[src/rtl/xhp_pkg.sv]
package xhp_pkg;

   localparam logic [4:0] A_STATUS = 5'h0C;
   localparam logic [4:0] A_FSTAT  = 5'h1C;
   localparam logic [4:0] A_LENHI  = 5'h1D;
   localparam logic [4:0] A_LENLO  = 5'h1E;
   localparam logic [4:0] A_WINDOW = 5'h1F;

   localparam logic [4:0] C_IDLE   = 5'h00;
   localparam logic [4:0] C_INIT   = 5'h03;

   localparam int S_TXEND = 7;
   localparam int S_RXBEG = 6;
   localparam int S_RXEND = 5;
   localparam int S_OVF   = 4;
   localparam int S_UNF   = 3;

   typedef struct packed {
      logic       is_cmd;
      logic       rd;
      logic       cont;
      logic [4:0] code;
   } ctl_t;

   typedef enum logic [1:0] {XM_IDLE, XM_WR, XM_RD, XM_SKIP} xfer_mode_e;

   function automatic logic [7:0] reg_default(input logic [4:0] a);
      case (a)
         5'h00:   return 8'h01;
         5'h01:   return 8'h21;
         5'h09:   return 8'h11;
         default: return 8'h00;
      endcase
   endfunction

   function automatic logic [4:0] addr_step(input logic [4:0] a);
      return (a == A_WINDOW) ? A_WINDOW : 5'(a + 5'd1);
   endfunction

endpackage

[src/rtl/xhp_spi_shifter.sv]
module xhp_spi_shifter #(
   parameter int SYNC_STAGES = 2
) (
   input  logic       clk,
   input  logic       rst_n,
   input  logic       spi_sclk,
   input  logic       spi_ss_n,
   input  logic       spi_mosi,
   input  logic       load_en,
   input  logic [7:0] load_byte,
   output logic       spi_miso,
   output logic       ss_fall,
   output logic       ss_rise,
   output logic       byte_done,
   output logic [7:0] rx_byte
);

   if (SYNC_STAGES < 2) begin : g_bad_sync
      $error("xhp_spi_shifter: SYNC_STAGES must be at least 2");
   end

   logic [SYNC_STAGES-1:0] sclk_sync, ss_sync, mosi_sync;
   logic                   sclk_d, ss_d;
   logic                   s_sclk, s_ss, s_mosi;
   logic                   sclk_rise, sclk_fall;
   logic [2:0]             bitcnt_q;
   logic [7:0]             rx_sr_q, tx_sr_q;

   always_ff @(posedge clk or negedge rst_n) begin
      if (!rst_n) begin
         sclk_sync <= '0;
         ss_sync   <= '1;
         mosi_sync <= '0;
         sclk_d    <= 1'b0;
         ss_d      <= 1'b1;
      end else begin
         sclk_sync <= {sclk_sync[SYNC_STAGES-2:0], spi_sclk};
         ss_sync   <= {ss_sync[SYNC_STAGES-2:0], spi_ss_n};
         mosi_sync <= {mosi_sync[SYNC_STAGES-2:0], spi_mosi};
         sclk_d    <= s_sclk;
         ss_d      <= s_ss;
      end
   end

   assign s_sclk    = sclk_sync[SYNC_STAGES-1];
   assign s_ss      = ss_sync[SYNC_STAGES-1];
   assign s_mosi    = mosi_sync[SYNC_STAGES-1];
   assign sclk_rise = s_sclk & ~sclk_d & ~s_ss;
   assign sclk_fall = ~s_sclk & sclk_d & ~s_ss;
   assign ss_fall   = ~s_ss & ss_d;
   assign ss_rise   = s_ss & ~ss_d;

   always_ff @(posedge clk or negedge rst_n) begin
      if (!rst_n) begin
         bitcnt_q  <= '0;
         rx_sr_q   <= '0;
         tx_sr_q   <= '0;
         byte_done <= 1'b0;
         rx_byte   <= '0;
      end else begin
         byte_done <= 1'b0;
         if (ss_fall) begin
            bitcnt_q <= '0;
            tx_sr_q  <= '0;
         end else if (sclk_rise) begin
            rx_sr_q  <= {rx_sr_q[6:0], s_mosi};
            bitcnt_q <= 3'(bitcnt_q + 3'd1);
            if (bitcnt_q == 3'd7) begin
               byte_done <= 1'b1;
               rx_byte   <= {rx_sr_q[6:0], s_mosi};
            end
         end else if (sclk_fall && bitcnt_q != 3'd0) begin
            tx_sr_q <= {tx_sr_q[6:0], 1'b0};
         end
         if (load_en) tx_sr_q <= load_byte;
      end
   end

   assign spi_miso = tx_sr_q[7] & ~s_ss;

   // a new frame always starts counting bits from zero
   p_frame_start_r1: assert property (@(posedge clk) disable iff (!rst_n)
      ss_fall |=> (bitcnt_q == 3'd0));
   // a completed byte is reported for exactly one cycle
   p_byte_pulse_r1: assert property (@(posedge clk) disable iff (!rst_n)
      byte_done |=> !byte_done);

endmodule

[src/rtl/xhp_byte_fifo.sv]
module xhp_byte_fifo #(
   parameter int DEPTH = 127,
   parameter int DW    = 8
) (
   input  logic                         clk,
   input  logic                         rst_n,
   input  logic                         clr,
   input  logic                         push,
   input  logic [DW-1:0]                push_data,
   input  logic                         pop,
   output logic [DW-1:0]                rd_data,
   output logic [$clog2(DEPTH+1)-1:0]   count,
   output logic                         full,
   output logic                         empty
);

   localparam int PTR_W = (DEPTH > 1) ? $clog2(DEPTH) : 1;
   localparam int CNT_W = $clog2(DEPTH + 1);
   localparam bit POW2  = ((DEPTH & (DEPTH - 1)) == 0);

   if (DEPTH < 2) begin : g_bad_depth
      $error("xhp_byte_fifo: DEPTH must be at least 2");
   end

   logic [DW-1:0]    mem [DEPTH];
   logic [PTR_W-1:0] wr_ptr_q, rd_ptr_q, wr_nxt, rd_nxt;
   logic [CNT_W-1:0] cnt_q;
   logic             do_push, do_pop;

   if (POW2) begin : g_wrap_free
      assign wr_nxt = PTR_W'(wr_ptr_q + 1'b1);
      assign rd_nxt = PTR_W'(rd_ptr_q + 1'b1);
   end else begin : g_wrap_cmp
      assign wr_nxt = (wr_ptr_q == PTR_W'(DEPTH - 1)) ? '0 : PTR_W'(wr_ptr_q + 1'b1);
      assign rd_nxt = (rd_ptr_q == PTR_W'(DEPTH - 1)) ? '0 : PTR_W'(rd_ptr_q + 1'b1);
   end

   assign full    = (cnt_q == CNT_W'(DEPTH));
   assign empty   = (cnt_q == '0);
   assign do_push = push & ~full;
   assign do_pop  = pop & ~empty;
   assign count   = cnt_q;
   assign rd_data = empty ? '0 : mem[rd_ptr_q];

   always_ff @(posedge clk) begin
      if (do_push && !clr) mem[wr_ptr_q] <= push_data;
   end

   always_ff @(posedge clk or negedge rst_n) begin
      if (!rst_n) begin
         wr_ptr_q <= '0;
         rd_ptr_q <= '0;
         cnt_q    <= '0;
      end else if (clr) begin
         wr_ptr_q <= '0;
         rd_ptr_q <= '0;
         cnt_q    <= '0;
      end else begin
         if (do_push) wr_ptr_q <= wr_nxt;
         if (do_pop)  rd_ptr_q <= rd_nxt;
         cnt_q <= CNT_W'(cnt_q + CNT_W'(do_push) - CNT_W'(do_pop));
      end
   end

   // a write into a full FIFO leaves the fill level unchanged
   p_no_overflow_r8: assert property (@(posedge clk) disable iff (!rst_n)
      (push && full && !pop && !clr) |=> (count == $past(count)));
   // a read of an empty FIFO keeps it empty
   p_no_underflow_r8: assert property (@(posedge clk) disable iff (!rst_n)
      (pop && empty && !push && !clr) |=> empty);

endmodule

[src/rtl/xhp_regfile.sv]
module xhp_regfile
   import xhp_pkg::*;
#(
   parameter int NUM_GEN = 28
) (
   input  logic        clk,
   input  logic        rst_n,
   input  logic        init,
   input  logic        wr_en,
   input  logic [4:0]  wr_addr,
   input  logic [7:0]  wr_data,
   input  logic [4:0]  rd_addr,
   output logic [7:0]  rd_data,
   input  logic        stat_read,
   input  logic        stat_commit,
   input  logic        evt_tx_end,
   input  logic        evt_rx_begin,
   input  logic        evt_rx_end,
   input  logic        set_ovf,
   input  logic        set_unf,
   output logic        irq,
   output logic [11:0] tx_len,
   output logic [2:0]  tx_tail_bits,
   output logic        tx_tail_valid
);

   localparam logic [7:0] IRQ_MASK = 8'((1 << S_TXEND) | (1 << S_RXEND) |
                                        (1 << S_OVF) | (1 << S_UNF));

   if (NUM_GEN < 1 || NUM_GEN > 28) begin : g_bad_gen
      $error("xhp_regfile: NUM_GEN must lie in 1..28");
   end

   logic [7:0] gen_q [NUM_GEN];
   logic [7:0] lenhi_q, lenlo_q;
   logic [7:0] stat_q, snap_q, stat_set;

   always_ff @(posedge clk or negedge rst_n) begin
      if (!rst_n) begin
         for (int i = 0; i < NUM_GEN; i++) gen_q[i] <= reg_default(5'(i));
         lenhi_q <= reg_default(A_LENHI);
         lenlo_q <= reg_default(A_LENLO);
      end else if (init) begin
         for (int i = 0; i < NUM_GEN; i++) gen_q[i] <= reg_default(5'(i));
         lenhi_q <= reg_default(A_LENHI);
         lenlo_q <= reg_default(A_LENLO);
      end else if (wr_en) begin
         for (int i = 0; i < NUM_GEN; i++) begin
            if (wr_addr == 5'(i) && wr_addr != A_STATUS) gen_q[i] <= wr_data;
         end
         if (wr_addr == A_LENHI) lenhi_q <= wr_data;
         if (wr_addr == A_LENLO) lenlo_q <= wr_data;
      end
   end

   always_comb begin
      stat_set          = '0;
      stat_set[S_TXEND] = evt_tx_end;
      stat_set[S_RXBEG] = evt_rx_begin;
      stat_set[S_RXEND] = evt_rx_end;
      stat_set[S_OVF]   = set_ovf;
      stat_set[S_UNF]   = set_unf;
   end

   always_ff @(posedge clk or negedge rst_n) begin
      if (!rst_n) begin
         stat_q <= '0;
         snap_q <= '0;
      end else if (init) begin
         stat_q <= '0;
         snap_q <= '0;
      end else begin
         if (stat_commit) begin
            stat_q <= (stat_q & ~snap_q) | stat_set;
            snap_q <= '0;
         end else begin
            stat_q <= stat_q | stat_set;
            if (stat_read) snap_q <= snap_q | stat_q;
         end
      end
   end

   always_comb begin
      case (rd_addr)
         A_STATUS: rd_data = stat_q;
         A_LENHI:  rd_data = lenhi_q;
         A_LENLO:  rd_data = lenlo_q;
         default:  rd_data = (int'(rd_addr) < NUM_GEN) ? gen_q[rd_addr] : 8'h00;
      endcase
   end

   assign irq           = |(stat_q & IRQ_MASK);
   assign tx_len        = {lenhi_q, lenlo_q[7:4]};
   assign tx_tail_bits  = lenlo_q[3:1];
   assign tx_tail_valid = lenlo_q[0];

   // receive start on its own never raises the interrupt
   p_rxbeg_quiet_r9: assert property (@(posedge clk) disable iff (!rst_n)
      (evt_rx_begin && !evt_tx_end && !evt_rx_end && !set_ovf && !set_unf && !irq)
      |=> !irq);
   // status bits are only removed at deselect or by a command
   p_clear_at_deselect_r10: assert property (@(posedge clk) disable iff (!rst_n)
      (!stat_commit && !init) |=> (($past(stat_q) & ~stat_q) == 8'h00));
   // a restore command brings back the defaults and clears status
   p_init_defaults_r11: assert property (@(posedge clk) disable iff (!rst_n)
      init |=> (gen_q[0] == reg_default(5'h00)) && (tx_len == 12'h000) && !irq);

endmodule

[src/rtl/xhp_host_port.sv]
module xhp_host_port
   import xhp_pkg::*;
#(
   parameter int FIFO_DEPTH   = 127,
   parameter int SYNC_STAGES  = 2,
   parameter int NUM_GEN_REGS = 28
) (
   input  logic        clk,
   input  logic        rst_n,
   input  logic        spi_sclk,
   input  logic        spi_ss_n,
   input  logic        spi_mosi,
   output logic        spi_miso,
   input  logic        evt_tx_end,
   input  logic        evt_rx_begin,
   input  logic        evt_rx_end,
   output logic        irq,
   output logic [11:0] tx_len,
   output logic [2:0]  tx_tail_bits,
   output logic        tx_tail_valid
);

   localparam int CNT_W = $clog2(FIFO_DEPTH + 1);

   if (FIFO_DEPTH > 127) begin : g_bad_fifo
      $error("xhp_host_port: FIFO_DEPTH must fit the 7-bit level field");
   end

   logic        ss_fall, ss_rise, byte_done;
   logic [7:0]  rx_byte;
   logic        load_en;
   logic [7:0]  load_byte;
   ctl_t        ctl;
   logic [4:0]  cur_addr;
   logic [7:0]  rd_value, rf_rd_data, fstat;
   logic        wr_en, rd_live, init_cmd;
   logic        fifo_push, fifo_pop, fifo_full, fifo_empty;
   logic [7:0]  fifo_rd_data;
   logic [CNT_W-1:0] fifo_count;
   logic        rf_wr, stat_read, set_ovf, set_unf;

   logic        first_q, cont_q, spent_q;
   logic [4:0]  ptr_q;
   xfer_mode_e  mode_q;

   xhp_spi_shifter #(.SYNC_STAGES(SYNC_STAGES)) u_shift (
      .clk       (clk),
      .rst_n     (rst_n),
      .spi_sclk  (spi_sclk),
      .spi_ss_n  (spi_ss_n),
      .spi_mosi  (spi_mosi),
      .load_en   (load_en),
      .load_byte (load_byte),
      .spi_miso  (spi_miso),
      .ss_fall   (ss_fall),
      .ss_rise   (ss_rise),
      .byte_done (byte_done),
      .rx_byte   (rx_byte)
   );

   assign ctl      = ctl_t'(rx_byte);
   assign cur_addr = first_q ? ctl.code : ptr_q;
   assign fstat    = {fifo_full, 7'(fifo_count)};

   always_comb begin
      case (cur_addr)
         A_WINDOW: rd_value = fifo_rd_data;
         A_FSTAT:  rd_value = fstat;
         default:  rd_value = rf_rd_data;
      endcase
   end

   always_comb begin
      load_en   = 1'b0;
      load_byte = 8'h00;
      wr_en     = 1'b0;
      init_cmd  = 1'b0;
      rd_live   = 1'b0;
      if (byte_done) begin
         if (first_q) begin
            if (ctl.is_cmd) begin
               init_cmd = (ctl.code == C_INIT) || (ctl.code == C_IDLE);
            end else if (ctl.rd) begin
               load_en   = 1'b1;
               rd_live   = 1'b1;
               load_byte = rd_value;
            end
         end else begin
            case (mode_q)
               XM_RD: begin
                  load_en   = 1'b1;
                  rd_live   = cont_q;
                  load_byte = cont_q ? rd_value : 8'h00;
               end
               XM_WR:   wr_en = cont_q || !spent_q;
               default: ;
            endcase
         end
      end
   end

   assign fifo_pop  = load_en && rd_live && (cur_addr == A_WINDOW);
   assign fifo_push = wr_en && (cur_addr == A_WINDOW);
   assign set_unf   = fifo_pop && fifo_empty;
   assign set_ovf   = fifo_push && fifo_full;
   assign rf_wr     = wr_en && (cur_addr != A_WINDOW);
   assign stat_read = load_en && rd_live && (cur_addr == A_STATUS);

   always_ff @(posedge clk or negedge rst_n) begin
      if (!rst_n) begin
         first_q <= 1'b1;
         cont_q  <= 1'b0;
         spent_q <= 1'b0;
         ptr_q   <= '0;
         mode_q  <= XM_IDLE;
      end else if (ss_fall) begin
         first_q <= 1'b1;
         spent_q <= 1'b0;
         mode_q  <= XM_IDLE;
      end else if (byte_done) begin
         if (first_q) begin
            first_q <= 1'b0;
            cont_q  <= ctl.cont;
            spent_q <= 1'b0;
            if (ctl.is_cmd)  mode_q <= XM_SKIP;
            else if (ctl.rd) mode_q <= XM_RD;
            else             mode_q <= XM_WR;
            ptr_q <= (!ctl.is_cmd && ctl.rd && ctl.cont) ? addr_step(ctl.code) : ctl.code;
         end else if (mode_q == XM_RD && cont_q) begin
            ptr_q <= addr_step(ptr_q);
         end else if (wr_en) begin
            spent_q <= 1'b1;
            if (cont_q) ptr_q <= addr_step(ptr_q);
         end
      end
   end

   xhp_byte_fifo #(.DEPTH(FIFO_DEPTH), .DW(8)) u_fifo (
      .clk       (clk),
      .rst_n     (rst_n),
      .clr       (init_cmd),
      .push      (fifo_push),
      .push_data (rx_byte),
      .pop       (fifo_pop),
      .rd_data   (fifo_rd_data),
      .count     (fifo_count),
      .full      (fifo_full),
      .empty     (fifo_empty)
   );

   xhp_regfile #(.NUM_GEN(NUM_GEN_REGS)) u_regs (
      .clk           (clk),
      .rst_n         (rst_n),
      .init          (init_cmd),
      .wr_en         (rf_wr),
      .wr_addr       (cur_addr),
      .wr_data       (rx_byte),
      .rd_addr       (cur_addr),
      .rd_data       (rf_rd_data),
      .stat_read     (stat_read),
      .stat_commit   (ss_rise),
      .evt_tx_end    (evt_tx_end),
      .evt_rx_begin  (evt_rx_begin),
      .evt_rx_end    (evt_rx_end),
      .set_ovf       (set_ovf),
      .set_unf       (set_unf),
      .irq           (irq),
      .tx_len        (tx_len),
      .tx_tail_bits  (tx_tail_bits),
      .tx_tail_valid (tx_tail_valid)
   );

   // a continuous write parked on the window address stays there
   p_window_sticky_r4: assert property (@(posedge clk) disable iff (!rst_n)
      (byte_done && !first_q && mode_q == XM_WR && cont_q && ptr_q == A_WINDOW)
      |=> (ptr_q == A_WINDOW));
   // a single-mode write takes one data byte and no more
   p_single_write_once_r3: assert property (@(posedge clk) disable iff (!rst_n)
      (mode_q == XM_WR && !cont_q && spent_q) |-> !wr_en);

endmodule

[config.mk]
export PLATFORM = sky130hd
export DESIGN_NAME = xhp_host_port
export DESIGN_NICKNAME = d
export VERILOG_FILES = /design/src/rtl/xhp_pkg.sv /design/src/rtl/xhp_spi_shifter.sv /design/src/rtl/xhp_byte_fifo.sv /design/src/rtl/xhp_regfile.sv /design/src/rtl/xhp_host_port.sv
export SDC_FILE = /design/constraint.sdc
export NUM_CORES = 2
export LEC_CHECK = 0
export ABC_AREA = 1
export BUFFER_PORTS_ARGS = -buffer_cell sky130_fd_sc_hd__buf_2
export CELL_PAD_IN_SITES_DETAIL_PLACEMENT = 1
export CELL_PAD_IN_SITES_GLOBAL_PLACEMENT = 2
export CORE_ASPECT_RATIO = 1.2
export CORE_MARGIN = 2
export CORE_UTILIZATION = 42
export CTS_CLUSTER_DIAMETER = 100
export DETAILED_ROUTE_END_ITERATION = 6
export MAX_ROUTING_LAYER = met4
export PLACE_DENSITY_LB_ADDON = 0.1
export SLEW_MARGIN = 20
export SYNTH_ARGS = -nofsm -noshare
export SYNTH_HDL_FRONTEND = slang
export SYNTH_HIERARCHICAL = 1
export SYNTH_SLANG_ARGS = --single-unit
export TNS_END_PERCENT = 30
[constraint.sdc]
create_clock -name clk -period 5.51 [get_ports clk]
set_input_delay 0.2755 -clock clk [delete_from_list [all_inputs] [get_ports clk]]
set_output_delay 0.2755 -clock clk [all_outputs]
set_load 0.02 [all_outputs]
; After elaboration in Yosys (flattened, before gate mapping)
; Memories as Yosys holds them, arrays and structs flattened.
; Index checks and enable logic that the tools add are counted.
[word_totals]
regBits = 322
mem_bits_rw = 1016
inputBits = 8
elab_cells = 360
n_memories = 1
[op_classes]
addsub = 7
n_lt_le_gt_ge = 2
n_eq_ne = 44
n_mux = 106
bitwise_logic = 22
n_reduce_logical = 128
[memory_table]
columns = name, words, width, read_ports, rd_clocked_by_memory_dff, write_ports, line
row1 = u_fifo.mem, 127, 8, 1, 0, 1, xhp_byte_fifo.sv:25  ; logic [DW-1:0] mem [DEPTH];
[ops]
columns = operator, n
row1 = 2-to-1 mux 224 bit, 2
row2 = 2-to-1 mux 8 bit, 53
row3 = == test 5 bit (second input constant), 18
row4 = nonzero test 2 bit, 36
row5 = AND reduction 2 bit, 33
row6 = 2-to-1 mux 7 bit, 7
row7 = binary-select mux 8 bit (select 5 bit), 1
row8 = == test 5 x 4 -> 1 bit (second input constant), 8
row9 = logical AND 1 bit, 40
row10 = 2-to-1 mux 5 bit, 8
row11 = 2-to-1 mux 1 bit, 26
row12 = OR 8 bit, 3
row13 = case mux 8 bit (3 select lines), 1
row14 = == test 7 bit (second input constant), 3
row15 = == test 5 x 3 -> 1 bit (second input constant), 4
row16 = nonzero test 3 bit, 6
row17 = case mux 8 bit (2 select lines), 1
row18 = == test 5 x 2 -> 1 bit (second input constant), 3
row19 = adder 7 x 1 -> 7 bit (second input constant), 2
row20 = adder 5 x 1 -> 5 bit (second input constant), 2
row21 = logical NOT 5 bit, 2
row22 = 2-to-1 mux 2 bit, 5
row23 = AND 1 bit, 9
row24 = AND reduction 3 bit, 3
row25 = other kinds (22), 33

; Longest topological paths before layout
[depth]
word_depth = 13
mapped_depth = 24
ltp_nobuf = 22

; By module
; Netlist, hierarchy kept.
[modules_own_cells]
columns = mod, n_inst, cells_each, area_each_um2, seq_area_each_um2
row1 = xhp_byte_fifo, 1, 3986, 43848.3, 31034.8
row2 = xhp_regfile, 1, 1706, 12610.8, 6412.4
row3 = xhp_spi_shifter, 1, 154, 1524.0, 879.6
row4 = xhp_host_port, 1, 207, 1261.2, 251.5

; Worst setup path after synthesis
; No wires, ideal clock.
[synth_timing]
path_type = reg2reg
from = register u_shift.rx_byte[1]
to = register u_fifo.cnt_q[6] (netlist: u_fifo/count[6])
setup_ns = 0.119
arrival_time_ns = 4.766
path_slack_ns = 0.625
stages_incl_launch_ff = 22
path_buffers = 1
synth_period_minus_slack_ns = 4.885
cell_sequence = dfrtp_1 nand2_1 nand2_2 nand2_4 nor2_8 nand2_4 buf_6 nor2_1 inv_1 nor2_1 ha_1 inv_1 ha_1 inv_1 fa_1 nor2_1 o21bai_1 nand2_1 a21o_1 a21oi_1 or2_2 and2_1
[synth_via]
elab_cells_between_ends = 15
[synth_lines]
columns = item, line
row1 = "start, declared", xhp_spi_shifter.sv:15  ; output logic [7:0] rx_byte
row2 = "start signal, assigned", xhp_spi_shifter.sv:70  ; rx_byte <= {rx_sr_q[6:0], s_mosi};
row3 = 2-to-1 mux 5 bit, xhp_host_port.sv:62  ; assign cur_addr = first_q ? ctl.code : ptr_q;
row4 = named net cur_addr[1], xhp_host_port.sv:34  ; logic [4:0] cur_addr;
row5 = == test 5 bit, xhp_host_port.sv:102  ; assign fifo_pop = load_en && rd_live && (cur_addr == A_WINDOW);
row6 = logical AND 1 bit, xhp_host_port.sv:102
row7 = named net fifo_pop, xhp_host_port.sv:37  ; logic fifo_push, fifo_pop, fifo_full, fifo_empty;
row8 = AND 1 bit, xhp_byte_fifo.sv:41  ; assign do_pop = pop & ~empty;
row9 = subtractor 7 x 1 -> 7 bit, xhp_byte_fifo.sv:61  ; cnt_q <= CNT_W'(cnt_q + CNT_W'(do_push) - CNT_W'(do_pop));
row10 = 2-to-1 mux 7 bit, xhp_byte_fifo.sv:54  ; end else if (clr) begin
row11 = "end signal, assigned", xhp_byte_fifo.sv:61
row12 = "end, declared", xhp_byte_fifo.sv:27  ; logic [CNT_W-1:0] cnt_q;
; The timed path passes the listed nets, and every way through them passes these cells.
; A chain may end at the register's enable or synchronous reset.

; Final worst setup path
[layout_timing]
from = register first_q
to = memory u_fifo.mem[11][2], enable pin
[layout_via]
elab_chain_len = 7
elab_cells_between_ends = 12
[layout_rtl]
columns = item, line
row1 = "start, declared", xhp_host_port.sv:42  ; logic first_q, cont_q, spent_q;
row2 = "start signal, assigned", xhp_host_port.sv:111  ; first_q <= 1'b1;
row3 = "start signal, assigned", xhp_host_port.sv:117  ; first_q <= 1'b1;
row4 = "start signal, assigned", xhp_host_port.sv:122  ; first_q <= 1'b0;
row5 = 2-to-1 mux 5 bit / 2-to-1 mux 1 bit (equally long branches), "xhp_host_port.sv:62, xhp_host_port.sv:80"
row6 = == test 5 bit / 2-to-1 mux 1 bit (equally long branches), "xhp_host_port.sv:103, xhp_host_port.sv:79"
row7 = logical AND 1 bit *, xhp_host_port.sv:103  ; assign fifo_push = wr_en && (cur_addr == A_WINDOW);
row8 = named net fifo_push, xhp_host_port.sv:37
row9 = AND 1 bit *, xhp_byte_fifo.sv:40  ; assign do_push = push & ~full;
row10 = logical AND 1 bit *, xhp_byte_fifo.sv:46  ; if (do_push && !clr) mem[wr_ptr_q] <= push_data;
row11 = 2-to-1 mux 1 bit *, xhp_byte_fifo.sv:46
row12 = 2-to-1 mux 1 bit (implied by the code) *, xhp_byte_fifo.sv:46
row13 = "end, declared", xhp_byte_fifo.sv:25
; Mark *: on every way through the listed nets, which the timed path passes. The rest lies on a longest branch.

==> run metrics <==
Setup Skew roughly 0.027 ns; initial antenna violation count 0; most frequent cells in the layout nand2_1 (1799), edfxtp_1 (1016), nor2_1 (749), inv_1 (504), nand3_1 (488); crit path launch type register; Initial Util 42.43%; CTS sink count 1338; vias in the first global route about 44000; Avg WL per Cell 23.53 µm; clock share of power 46.1%; GR Overflow Total 0; crit-path cells inv_2 > nand2_1 > nand2_2 > nor2_4 > nand2_4 > nor2_1 > nand2_1 > nor2_1 > nand4_2 > buf_12 > nor2_1; Int Pwr 16.06 mW; Die Ht 415.4 µm; syn_area_per_cell 9.788 µm²; H-tree levels 4; ys flop type edfxtp_1; clock slew at reported path FFs 0.06 ns; Post-route DRC 0; antenna-violating nets left 0; PortBufs 25; share of layout cells above drive strength 1 7.008%; most common cell after layout, fill and taps aside nand2_1; Combinational Power Share less than 1%; Synth Register Bits 1338; first-pass GRT wire length about 280000 µm; Final TNS setup 0 ns; core box area roughly 0.14 mm²; vias ~42000; latest clock arrival within the worst-skew pair a little under 0.8 ns; Area Overhead vs Synth 10.21%; fill cell count 15570; Die Wd 346.9 µm; Top Family by Delay on Critical Path simple AND/OR/NAND/NOR gates; Async S/R FF share, synth around a quarter; Mapped Cells 6053; Arr. time, crit path 4.65 ns; nets just over 6000; detailed placer's ending HPWL 114900 µm; Critical Path End Type register; largest net degree at the start of global routing roughly 210; status finished, final reports clean; worst hold-check path type input pin to async pin; CTS tree built; GRT Util Overall 26.79%; period utilization between 70% and 80%; Sw Share ~20%; Worst Tran Pin Value 1.132 ns; Slowest Stage Delay on Critical Path 0.70 ns; synth unique cells 52; Leakage 25.80 nW; fmax 0.2356 GHz; final setup vio count 0; final wirelength 186600 µm; reg2reg setup slack 1.27 ns; post-synthesis cell area around 0.059 mm²; critical path's slowest cell dfstp_2; RSZ-0062 raised after global routing no; CP max FO 20; clk buf depth 3; Hold Fails Final Rpt 0; Worst Setup Path Type register to register; number of iterations in the first detailed-routing pass 6; pwr/cell area 308.7 mW/mm²; Tmin final 4.245 ns; Worst Path Required 5.91 ns; sequential share of power 53.4%; CTS Buf Count 142; Worst slew margin 24.44%; std cell rows 150; sequential fraction of the synthesis area 65.12%; initial DRC count 2718; DR vias/cell 5.312; VDD IR max 0.0003011 V; DIE AREA between 0.1 and 0.15 mm²; most used cell, CP nor2_1; io pins 26; GPL Wtd Cong between 0.8 and 0.9; Post-synth EDFFs 1016; Psw 4.094 mW; syn_nets 6083; Bufs and invs on worst path 2; Max-cap violations 0; max-slew violation count 0; yosys warns 6; Final Total Pwr slightly above 20 mW; Root Driver clkbuf_16; ant diodes 0
-- worst paths after layout --
path,depth (start not counted),end,from
min reg2reg,0,u_shift/mosi_sync[1],u_shift/mosi_sync[0]
min in group clk,2,u_shift/sclk_sync[0],spi_sclk
max reg2reg,11,u_fifo/mem[11][2],first_q
max,11,u_fifo/mem[11][2],first_q
max in group asynchronous,3,u_regs/gen_q[186],rst_n
min,2,ptr_q[0],rst_n
-- power groups by stage --
| stage | clock [mW] | sequential [mW] | combinational (mW) |
|---|---|---|---|
| floorplan | 0 | 11.0 | 0.0314 |
| global placement | 0 | 11.0 | 0.100 |
| detailed placement | 0 | 11.0 | 0.101 |
| CTS | 9.52 | 10.8 | 0.106 |
| global route | 9.87 | 10.8 | 0.116 |
| finish | 9.30 | 10.8 | 0.100 |
-- sequential cells by signal, indices dropped and copies added (netlist names), 3 cells and up --
register	cells
u_fifo/count	7
u_fifo/rd_ptr_q	7
u_fifo/mem	1016
u_regs/lenlo_q	8
u_regs/snap_q	8
u_regs/stat_q	8
ptr_q	5
u_shift/rx_byte	8
u_regs/lenhi_q	8
u_shift/rx_sr_q	7
u_fifo/wr_ptr_q	7
u_regs/gen_q	224
u_shift/tx_sr_q	8
u_shift/bitcnt_q	3
-- metrics by stage --
step	instances	hold slack (ns)	setup WS, ns	area [µm²]	utilization (%)
after floorplan	6053	-0.02009	0.6248	59240	-
after global placement	7676	0.3084	1.413	60800	43.55
after detailed placement	7676	0.3073	1.264	60800	43.55
after CTS	7931	0.05485	1.258	65290	46.76
after global routing	7931	0.09913	1.004	65290	46.76
final	7931	0.09468	1.265	65290	46.76
-- cells in the mapped netlist, types with 5 or more instances --
library cell	n	area [µm²]
buf_4	32	240.2
nand4_2	6	75.07
nand3_1	488	2442
inv_1	505	1896
buf_6	36	405.4
o21ai_0	459	2297
nor2_1	751	2819
o211ai_1	30	225.2
inv_2	16	60.06
clkbuf_1	75	281.5
o21ai_1	88	440.4
buf_2	149	745.7
xor2_1	9	78.83
nand2_2	11	68.82
and3_1	6	37.54
nand4_1	12	75.07
ha_1	21	262.8
dfstp_2	9	236.5
nor3_1	5	25.02
buf_1	26	97.59
nand2_1	1799	6753
a21oi_1	81	405.4
o22ai_1	23	143.9
dfrtp_1	313	7833
edfxtp_1	1016	30510
nor2_4	7	78.83
nand2_4	6	67.56
o21ai_2	20	175.2
or2_2	8	50.05
nor2_2	5	31.28
-- layout make-up --
cell class / count / area [µm²] / share of cell area (%)
Timing Repair Buffer: 126 / 1074 / 1.644
Clock inverter: 55 / 464.2 / 0.7110
Inverter: 527 / 2004 / 3.070
Multi-Input combinational cell: 3868 / 16900 / 25.88
Sequential cell: 1338 / 38620 / 59.15
Tap cell: 1824 / 2282 / 3.495
Clock buffer: 193 / 3950 / 6.050
-- routing by layer --
layer,vias to the layer above,global-route usage [%],wire length (µm)
li1,19790,-,-
met1,21380,32.39,78070
met2,703,46.93,96830
met3,261,2.940,5887
met4,0,8.335,5826
met5,-,-,0
-- cells by family after synthesis --
group	synth area share [%]
DFF	65.12
AOI/OAI and AO/OA	6.448
and+or+nand+nor	21.39
adders and majority gates	0.4773
buffers and inverters	6.386
xor gates and xnor gates	0.1774
-- timing repair --
action                                 4_1_cts  5_1_grt
setup buffers                                0        0
endpoints found under the hold margin       74        0
setup endpoints to repair                    0        0
resized for setup                            0        0
hold buffers                                 7        0
(Power assumes the default switching activity.)
